File: config.mk
export PLATFORM = sky130hd
export DESIGN_NAME = i2c_regbridge_seq
export DESIGN_NICKNAME = d
export VERILOG_FILES = /design/src/rtl/i2c_regbridge_seq.sv
export SDC_FILE = /design/constraint.sdc
export NUM_CORES = 1
export LEC_CHECK = 0
export BUFFER_PORTS_ARGS = -buffer_cell sky130_fd_sc_hd__buf_2
export CAP_MARGIN = 20
export CORE_ASPECT_RATIO = 1.1
export CORE_MARGIN = 3
export CORE_UTILIZATION = 54
export DETAILED_ROUTE_END_ITERATION = 10
export PLACE_DENSITY = 0.78
export RECOVER_POWER = 25
export SETUP_SLACK_MARGIN = 0.4
export SKIP_CTS_REPAIR_TIMING = 1
export SYNTH_ARGS = -nofsm -noshare
export SYNTH_HDL_FRONTEND = slang
export SYNTH_SLANG_ARGS = --single-unit
File: constraint.sdc
create_clock -name clk -period 4.8 [get_ports clk]
set_clock_uncertainty 0.15 [all_clocks]
set_input_delay 1.44 -clock clk [delete_from_list [all_inputs] [get_ports clk]]
set_output_delay 1.44 -clock clk [all_outputs]
set_load 0.05 [all_outputs]
File: src/rtl/i2c_regbridge_seq.sv
module i2c_regbridge_seq #(
  parameter logic [6:0] DEV_ADDR = 7'h20,
  parameter int ERR_BIT = 61
) (
  input  logic        clk,
  input  logic        rst_n,
  input  logic        req_start,
  input  logic        req_write,
  input  logic [30:0] req_addr,
  input  logic [63:0] req_wdata,
  output logic [63:0] rsp_rdata,
  output logic        rsp_done,
  output logic [1:0]  rsp_err,
  output logic [63:0] diag_status,
  output logic [63:0] diag_error,
  output logic [63:0] diag_log,
  output logic        bm_valid,
  output logic [2:0]  bm_op,
  output logic [7:0]  bm_byte,
  input  logic        bm_done,
  input  logic [7:0]  bm_rdata,
  input  logic        bm_ack_err
);
  localparam logic [2:0] OP_START = 3'd0, OP_RSTART = 3'd1, OP_WRITE = 3'd2,
                         OP_RD_ACK = 3'd3, OP_RD_NACK = 3'd4, OP_STOP = 3'd5;
  localparam logic [3:0] P_IDLE = 4'd0, P_START = 4'd1, P_ADDR_W = 4'd2, P_WR = 4'd3,
                         P_RSTART = 4'd4, P_ADDR_R = 4'd5, P_RD = 4'd6, P_STOP = 4'd7,
                         P_DONE = 4'd8;
  localparam logic [2:0] S_MAIN = 3'd0, S_STAT = 3'd1, S_ERR = 3'd2, S_LOG = 3'd3,
                         S_CLR0 = 3'd4, S_CLR1 = 3'd5, S_CLR2 = 3'd6;
  localparam logic [31:0] C_STAT = 32'h0006_0002, C_ERR = 32'h0006_0004,
                          C_LOG = 32'h0006_0008;
  localparam logic [1:0] E_OK = 2'd0, E_IO = 2'd1, E_REMOTE = 2'd2;

  logic [3:0]  phase;
  logic [2:0]  step;
  logic [3:0]  idx;
  logic        fail;
  logic        wr_q;
  logic [30:0] addr_q;
  logic [63:0] wdata_q;
  logic [63:0] rbuf;
  logic [1:0]  err_q;
  logic [31:0] cur_cmd;
  logic [63:0] cur_data;
  logic        cur_read;
  logic [3:0]  wr_last;
  logic        main_par;
  logic [7:0]  tx_byte;

  assign main_par = ~(^addr_q ^ (wr_q & ^wdata_q));

  always_comb begin
    case (step)
      S_MAIN:         cur_cmd = {addr_q, main_par};
      S_STAT, S_CLR0: cur_cmd = C_STAT;
      S_ERR, S_CLR1:  cur_cmd = C_ERR;
      default:        cur_cmd = C_LOG;
    endcase
  end

  assign cur_read = (step == S_MAIN) ? ~wr_q
                  : (step == S_STAT || step == S_ERR || step == S_LOG);
  assign cur_data = (step == S_MAIN) ? wdata_q : 64'd0;
  assign wr_last  = cur_read ? 4'd3 : 4'd11;
  assign tx_byte  = (idx < 4'd4) ? cur_cmd[{idx[1:0], 3'b000} +: 8]
                                 : cur_data[{idx[2:0] - 3'd4, 3'b000} +: 8];

  assign bm_valid = (phase != P_IDLE) && (phase != P_DONE);
  assign rsp_done = (phase == P_DONE);
  assign rsp_err  = rsp_done ? err_q : E_OK;

  always_comb begin
    case (phase)
      P_START:  bm_op = OP_START;
      P_RSTART: bm_op = OP_RSTART;
      P_RD:     bm_op = (idx == 4'd7) ? OP_RD_NACK : OP_RD_ACK;
      P_STOP:   bm_op = OP_STOP;
      default:  bm_op = OP_WRITE;
    endcase
    case (phase)
      P_ADDR_W: bm_byte = {DEV_ADDR, 1'b0};
      P_ADDR_R: bm_byte = {DEV_ADDR, 1'b1};
      P_WR:     bm_byte = tx_byte;
      default:  bm_byte = 8'd0;
    endcase
  end

  always_ff @(posedge clk) begin
    if (!rst_n) begin
      phase       <= P_IDLE;
      step        <= S_MAIN;
      idx         <= '0;
      fail        <= 1'b0;
      wr_q        <= 1'b0;
      addr_q      <= '0;
      wdata_q     <= '0;
      rbuf        <= '0;
      err_q       <= E_OK;
      rsp_rdata   <= '0;
      diag_status <= '0;
      diag_error  <= '0;
      diag_log    <= '0;
    end else begin
      case (phase)
        P_IDLE: if (req_start) begin
          wr_q        <= req_write;
          addr_q      <= req_addr;
          wdata_q     <= req_wdata;
          rsp_rdata   <= '0;
          diag_status <= '0;
          diag_error  <= '0;
          diag_log    <= '0;
          step        <= S_MAIN;
          idx         <= '0;
          fail        <= 1'b0;
          phase       <= P_START;
        end
        P_DONE: phase <= P_IDLE;
        default: if (bm_done) begin
          case (phase)
            P_START:  phase <= P_ADDR_W;
            P_RSTART: phase <= P_ADDR_R;
            P_ADDR_W, P_ADDR_R: begin
              idx <= '0;
              if (bm_ack_err) begin
                fail  <= 1'b1;
                phase <= P_STOP;
              end else begin
                phase <= (phase == P_ADDR_W) ? P_WR : P_RD;
              end
            end
            P_WR: begin
              if (bm_ack_err) begin
                fail  <= 1'b1;
                phase <= P_STOP;
              end else if (idx == wr_last) begin
                idx   <= '0;
                phase <= cur_read ? P_RSTART : P_STOP;
              end else begin
                idx <= idx + 4'd1;
              end
            end
            P_RD: begin
              rbuf[{idx[2:0], 3'b000} +: 8] <= bm_rdata;
              if (idx == 4'd7) phase <= P_STOP;
              else idx <= idx + 4'd1;
            end
            default: begin
              idx   <= '0;
              fail  <= 1'b0;
              phase <= P_START;
              case (step)
                S_MAIN: begin
                  if (fail) begin
                    err_q <= E_IO;
                    phase <= P_DONE;
                  end else begin
                    if (!wr_q) rsp_rdata <= rbuf;
                    step <= S_STAT;
                  end
                end
                S_STAT: begin
                  if (fail) begin
                    err_q <= E_IO;
                    phase <= P_DONE;
                  end else begin
                    diag_status <= rbuf;
                    if (rbuf[ERR_BIT]) begin
                      step <= S_ERR;
                    end else begin
                      err_q <= E_OK;
                      phase <= P_DONE;
                    end
                  end
                end
                S_ERR: begin
                  if (!fail) diag_error <= rbuf;
                  step <= S_LOG;
                end
                S_LOG: begin
                  if (!fail) diag_log <= rbuf;
                  step <= S_CLR0;
                end
                S_CLR0: step <= S_CLR1;
                S_CLR1: step <= S_CLR2;
                default: begin
                  err_q <= E_REMOTE;
                  phase <= P_DONE;
                end
              endcase
            end
          endcase
        end
      endcase
    end
  end
endmodule

==> impl_metrics.toml, run 1 <==
[cells_and_area]
design_area_um2 = 20900
final_nets = 2589
area_growth_pct = 19.1
layout.cells.non_filler = 2926
drive_gt1_share_pct = 14.9

[logic_synthesis]
synth-simple-area-share_pct = 23.2
synth_adder_area_share_pct = 0.428
synth_area_leaders = "dfxtp_1 49%, a21oi_1 11%, nand2_1 11%"
yosysSeqAreaShare_pct = 49.1
syn-instance-count = 2202
synth.cell_area_um2 = 17500
synth.mux.area_fraction_pct = 4.18
synth_cell_types = 50
yosys_warnings = 0
synth_top_area_share_pct = 49.1
async_reset_ff_share_pct = 0
synth_compound_area_share_pct = 14.3
yosysMostFrequentCell = "nand2_1"
synth_top_family_by_area = "simple AND/OR/NAND/NOR gates"
synth_edf_count = 0
yosysTopAreaCell = "dfxtp_1"
synth_common_cells = "499 x nand2_1, 430 x dfxtp_1, 402 x a21oi_1"
synth_ff_type = "dfxtp_1"
synth-seq-cells = 430
avgSynthCellArea_um2 = 7.96
syn-num-nets = 2317
synth_xor_area_share_pct = 4.74

[setup_path]
cp-end-kind = "output pin"
r2r_start = "phase[3]"
cp_cell_sequence = "inv_1, nor4_4, nand2_1, nor3_1, nand2_1, o21ai_1, clkbuf_4"
cpMostUsedCell = "nand2_1"
critPathRequiredTime_ps = 3210
worstSetupPathType = "flop to output pin"
cpPeakStageDelay_ps = 670
cp_max_fo = 16
cp-start-kind = "flop"
cp_slowest_cell = "dfxtp_1"
worstPathArrival_ps = 2820
startpoint = "phase[1]"

[timing]
slew_violations = 127
tightestPinTransition_ps = 1840
finalSetupViolations = 0
period_minus_slack_ps = 4410
fmax_mhz = 227
relSlewSlack_pct = -22.8
rsz0062_at_grt = "yes"
whs_ps = 302
hold_viol = 0
timing.final.crit_share_pct = 91.8

[place]
dp.cells = 2848
gp_congestion = 0.911
io_buffers = 379
placed_cell_area_um2 = 19700
dp_hpwl_um = 37300

[global_route]
grt_pass1_wl_um = 83100
grt_overflow_total = 0
grt.total_usage_pct = 29.9
grt_max_degree = 136
antenna_found_initial = 3
grt_pass1_vias = 15303

[clock_tree]
cts_buffers = 42
clkSlewWorstSetupHoldPaths_ps = 60
htree_levels = 2
cts_root_buffer = "clkbuf_16"
cts_buffer_depth = 3
cts.sinks = 430
clock_latency_ps = 540
cts_tree = "yes"

[floorplan]
die-height_um = 195
core_area_um2 = 31700
dieArea_um2 = 34700
row_count = 68
ioPinCount = 380
start_util_pct = 55.3
die_w_um = 178

[power_and_ir_drop]
swShare_pct = 41.4
comb_power_share_pct = 38.5
power.internal_mw = 6.98
ir_worst_vdd_uv = 499
p_per_area_nw_per_um2 = 570
pwr-share-seq_pct = 33.9
pwr-share-clk_pct = 27.6
power_switching_mw = 4.93
power.leakage_nw = 7.49

[hold_path]
min-delay-start = "rsp_rdata[35]"
hp-class = "flop to flop"

[routing]
routed_via_density = 5.71
drt_iter0_markers = 1770
firstDrtPassIters = 5
ant_nets = 0
drt-total-wl_um = 54600
wl_per_cell_um = 18.7
drcViolationCount = 0
vias = 16700

[outcome]
status = "finished, violations left"
violations = "max-capacitance violations, max-slew violations"

[job]
cap_violations = 2
==> through the flow <==
step / util [%] / total power, mW / TNS, ps / worst slack, ps
after floorplan: - / 7.37 / 0 / 411
after global placement: 61.9 / 8.57 / 0 / 778
after detailed placement: 61.9 / 8.61 / 0 / 585
after CTS: 66.3 / 11.9 / -13.6 / -13.6
after global routing: 65.8 / 12.4 / 0 / 202
final: 65.8 / 11.9 / 0 / 393
==> path summary, 6_finish.rpt <==
kind	to	slack, ps	cells after the start
setup / recovery	bm_byte[0]	390	7
hold / removal	rsp_rdata[35]	300	2
setup reg to reg	rsp_rdata[13]	1130	7
hold reg to reg	rsp_rdata[35]	300	2
==> kinds of logic after synthesis <==
kind of cell / after synthesis
DFF: 430
muxes: 47
xor gates and xnor gates: 95
buffers and inverters: 188
AOI/OAI and AO/OA: 474
and+or+nand+nor: 962
adders and majority gates: 6
==> area by class of cell <==
cell class	count	area (um2)
fillers	2678	10800
diodes	1	2.50
clock buffers	60	1240
well taps	420	526
clock inverters	15	148
repair buffers	406	1990
inverters	10	45.0
flip-flops and latches	430	8620
multi-input cells	1584	8320
==> critical path: cells and delay by family (launching register included) <==
kind	cells	cell delay [ps]
and+or+nand+nor	4	870
AOI/OAI and AO/OA	1	200
buffers and inverters	2	530
DFF	1	670
==> power groups by stage <==
stage / registers (mW) / logic, mW / clock network [mW]
after CTS: 4.02 / 4.53 / 3.32
final: 4.03 / 4.58 / 3.29
after detailed placement: 4.10 / 4.51 / 0
after global placement: 4.09 / 4.48 / 0
after global routing: 4.06 / 4.92 / 3.46
after floorplan: 3.98 / 3.40 / 0
==> state kept, by name, summed over array words and instances (netlist names) <==
register	count
idx	4
rsp_rdata	64
fail	1
addr_q	31
rbuf	64
err_q	2
phase	4
diag_log	64
wdata_q	64
step	3
wr_q	1
diag_status	64
diag_error	64
==> layer usage <==
metal	routed length, um	GRT usage, %
met3	4900	5.27
met5	27	0
met2	26200	49.6
met1	21100	38.4
met4	2380	12.2
==> cell usage in the layout (no fill, tap or decap), types with 12 or more instances in the layout <==
cell / n
nand3_1: 269
buf_4: 17
nand2_1: 496
buf_2: 230
clkbuf_16: 42
dfxtp_1: 425
clkbuf_8: 12
mux2i_1: 26
a21boi_0: 16
a21oi_1: 402
clkbuf_1: 155
nor2_1: 152
xnor2_1: 84
o21ai_0: 15
mux4_2: 21
nor3_1: 12
(Power assumes the default switching activity.)
==> inputs of run 2 (changes only) <==
BUFFER_PORTS_ARGS = -buffer_cell sky130_fd_sc_hd__buf_4   (was -buffer_cell sky130_fd_sc_hd__buf_2)
CORE_UTILIZATION = 49   (was 54)
PLACE_DENSITY = 0.75   (was 0.78)
clock period = 4 ns   (was 4.8 ns; I/O delays follow)
==> run 2 against run 1 <==
  * The run ends with max-capacitance violations, negative setup slack left
  * Worst setup slack lost 460 ps
  * Routed wire length up 7.5%
  * Register-to-register slack lost 800 ps
  * Combinational power is 30% higher
  * Final area rose by 5.9%
  * Via count up 2.2%
  * Sequential share of layout area shrank 2.2 points
  * Sequential power is 19% higher
  * Global-route usage is 1.3 points lower
  * Critical path depth is 3 higher
  * Core utilization is 3.0 points lower
  * Clock-buffer cell count is 6 lower
  * Critical endpoint unchanged
  * Largest cell class unchanged
==> impl_metrics.toml, run 2 (synthesis gave the netlist of run 1 again) <==
[power_and_ir_drop]
swShare_pct = 41.6
ir_worst_vdd_uv = 990
power.internal_mw = 8.69
pwr-share-seq_pct = 32.3
power.leakage_nw = 7.74
comb_power_share_pct = 40.0
pwr-share-clk_pct = 27.7
power_switching_mw = 6.19
p_per_area_nw_per_um2 = 672
p_total_mw = 14.9

[timing]
finalSetupViolations = 1
relSlewSlack_pct = 1.89
rsz0062_at_grt = "yes"
period_minus_slack_ps = 4070
fmax_mhz = 246
fin_ws_ps = -66.9
hold_viol = 0
tightestPinTransition_ps = 1470
timing.final.crit_share_pct = 102
slew_violations = 0

[hold_path]
hold_path_end = "rsp_rdata[27]"
min-delay-start = "rsp_rdata[27]"
hold_depth = 2
hp-class = "flop to flop"

[cells_and_area]
area_growth_pct = 26.2
layout_commonest_cell = "nand2_1"
drive_gt1_share_pct = 17.0
final_nets = 2622
layout_common_cells = "492 x nand2_1, 413 x dfxtp_1, 401 x a21oi_1, 269 x nand3_1, 240 x buf_4"

[setup_path]
worstSetupPathType = "flop to output pin"
r2r_start = "phase[0]"
cp-end-kind = "output pin"
cpMostUsedCell = "xnor2_1"
r2r_slack_ps = 330
r2r_cells = 8
cpPeakStageDelay_ps = 350
worstReg2RegEnd = "rsp_rdata[20]"
worstPathArrival_ps = 2720
cp_max_fo = 3
cp_slowest_cell = "dfxtp_2"
cp_cell_sequence = "xnor2_2, xnor2_1, xnor2_1, xnor2_1, xnor2_1, xnor2_1, nand2_1, xnor2_1, o21ai_2, buf_6"
critPathRequiredTime_ps = 2650
cp-start-kind = "flop"

[routing]
vias = 17075
ant_nets = 0
drt_iter0_markers = 1714
firstDrtPassIters = 5
drt-total-wl_um = 58700
wl_per_cell_um = 19.4
routed_via_density = 5.65
drcViolationCount = 0

[global_route]
grt_overflow_total = 0
grt_use_met1_pct = 36.4
grt_max_degree = 223
grt.total_usage_pct = 28.6
busiest_layer = "met2"
grt_pass1_vias = 15936
antenna_found_initial = 2
use_met3_pct = 4.94
gr-usage-met2_pct = 47.7
grt_pass1_wl_um = 87700

[floorplan]
die-height_um = 204
row_count = 72
die_w_um = 186
ioPinCount = 380
core_area_um2 = 35200
start_util_pct = 49.8
dieArea_um2 = 38100

[clock_tree]
cts.sinks = 430
cts_root_buffer = "clkbuf_16"
clkSlewWorstSetupHoldPaths_ps = 60
clock_latency_ps = 570
htree_levels = 2
cts_tree = "yes"
cts_buffer_depth = 3
cts_buffers = 42

[place]
post-place-ws_ps = 479
io_buffers = 379
dp_hpwl_um = 39400
gp_congestion = 0.929

[outcome]
violations = "max-capacitance violations, negative setup slack"
status = "finished, violations left"

[job]
cap_violations = 1
==> run 2: cell count changes in the layout (fill, tap and decap cells not counted), moves of 9 or more <==
cell	change
dfxtp_2	+9
clkbuf_1	+18
buf_6	+14
dfxtp_1	-12
buf_2	-230
buf_4	+223
==> run 2: routing by layer <==
layer	up-vias	wire [um]
li1	8046	-
met2	808	28000
met3	169	4640
met1	8050	23300
met5	-	13
met4	2	2720
==> run 2: per-stage QoR <==
stage / utilization, % / cells / setup TNS [ps] / hold WS [ps] / area (um2)
finish: 62.8 / 3022 / -66.9 / 303 / 22100
global route: 62.8 / 3021 / -263 / 320 / 22100
CTS: 63.3 / 2996 / -443 / 306 / 22300
detailed placement: 59.2 / 2919 / 0 / 298 / 20900
global placement: 59.2 / 2918 / 0 / 293 / 20800
floorplan: - / 2202 / 0 / 295 / 17600
==> run 2: layout make-up <==
type                            count  area, um2
Multi-Input combinational cell   1584       8500
Inverter                           10       45.0
Clock inverter                     23        273
Tap cell                          481        602
Clock buffer                       54       1180
Fill cell                        3050      13100
Timing Repair Buffer              439       2890
Sequential cell                   430       8640
Antenna cell                        1       2.50
==> run 2: how the worst max path moves through the flow <==
stage	startpoint	end	slack (ps)	cells after the start
after floorplan	phase[2]	bm_op[0]	400	4
after global placement	idx[0]	bm_byte[1]	510	9
after detailed placement	idx[0]	bm_byte[1]	480	9
after CTS	idx[0]	bm_byte[1]	-120	9
after global routing	wdata_q[13]	bm_byte[0]	-200	10
final	wdata_q[4]	bm_byte[0]	-70	10
==> run 2: power by group through the flow <==
| stage | Clock, mW | Combinational (mW) | Sequential [mW] |
|---|---|---|---|
| 4_1_cts | 4.15 | 5.74 | 4.80 |
| 5_1_grt | 4.31 | 6.38 | 4.84 |
| 3_5_place_dp | 0 | 5.71 | 4.89 |
| 3_3_place_gp | 0 | 5.63 | 4.87 |
| 6_report | 4.12 | 5.94 | 4.81 |
| 2_1_floorplan | 0 | 4.11 | 4.77 |
==> run 2: worst max-delay path: cells and delay by family (launching register included) <==
kind,cells,cell delay (ps)
AOI/OAI and AO/OA,1,200
buffers and inverters,1,190
and+or+nand+nor,1,80
xor gates and xnor gates,7,1330
DFF,1,350
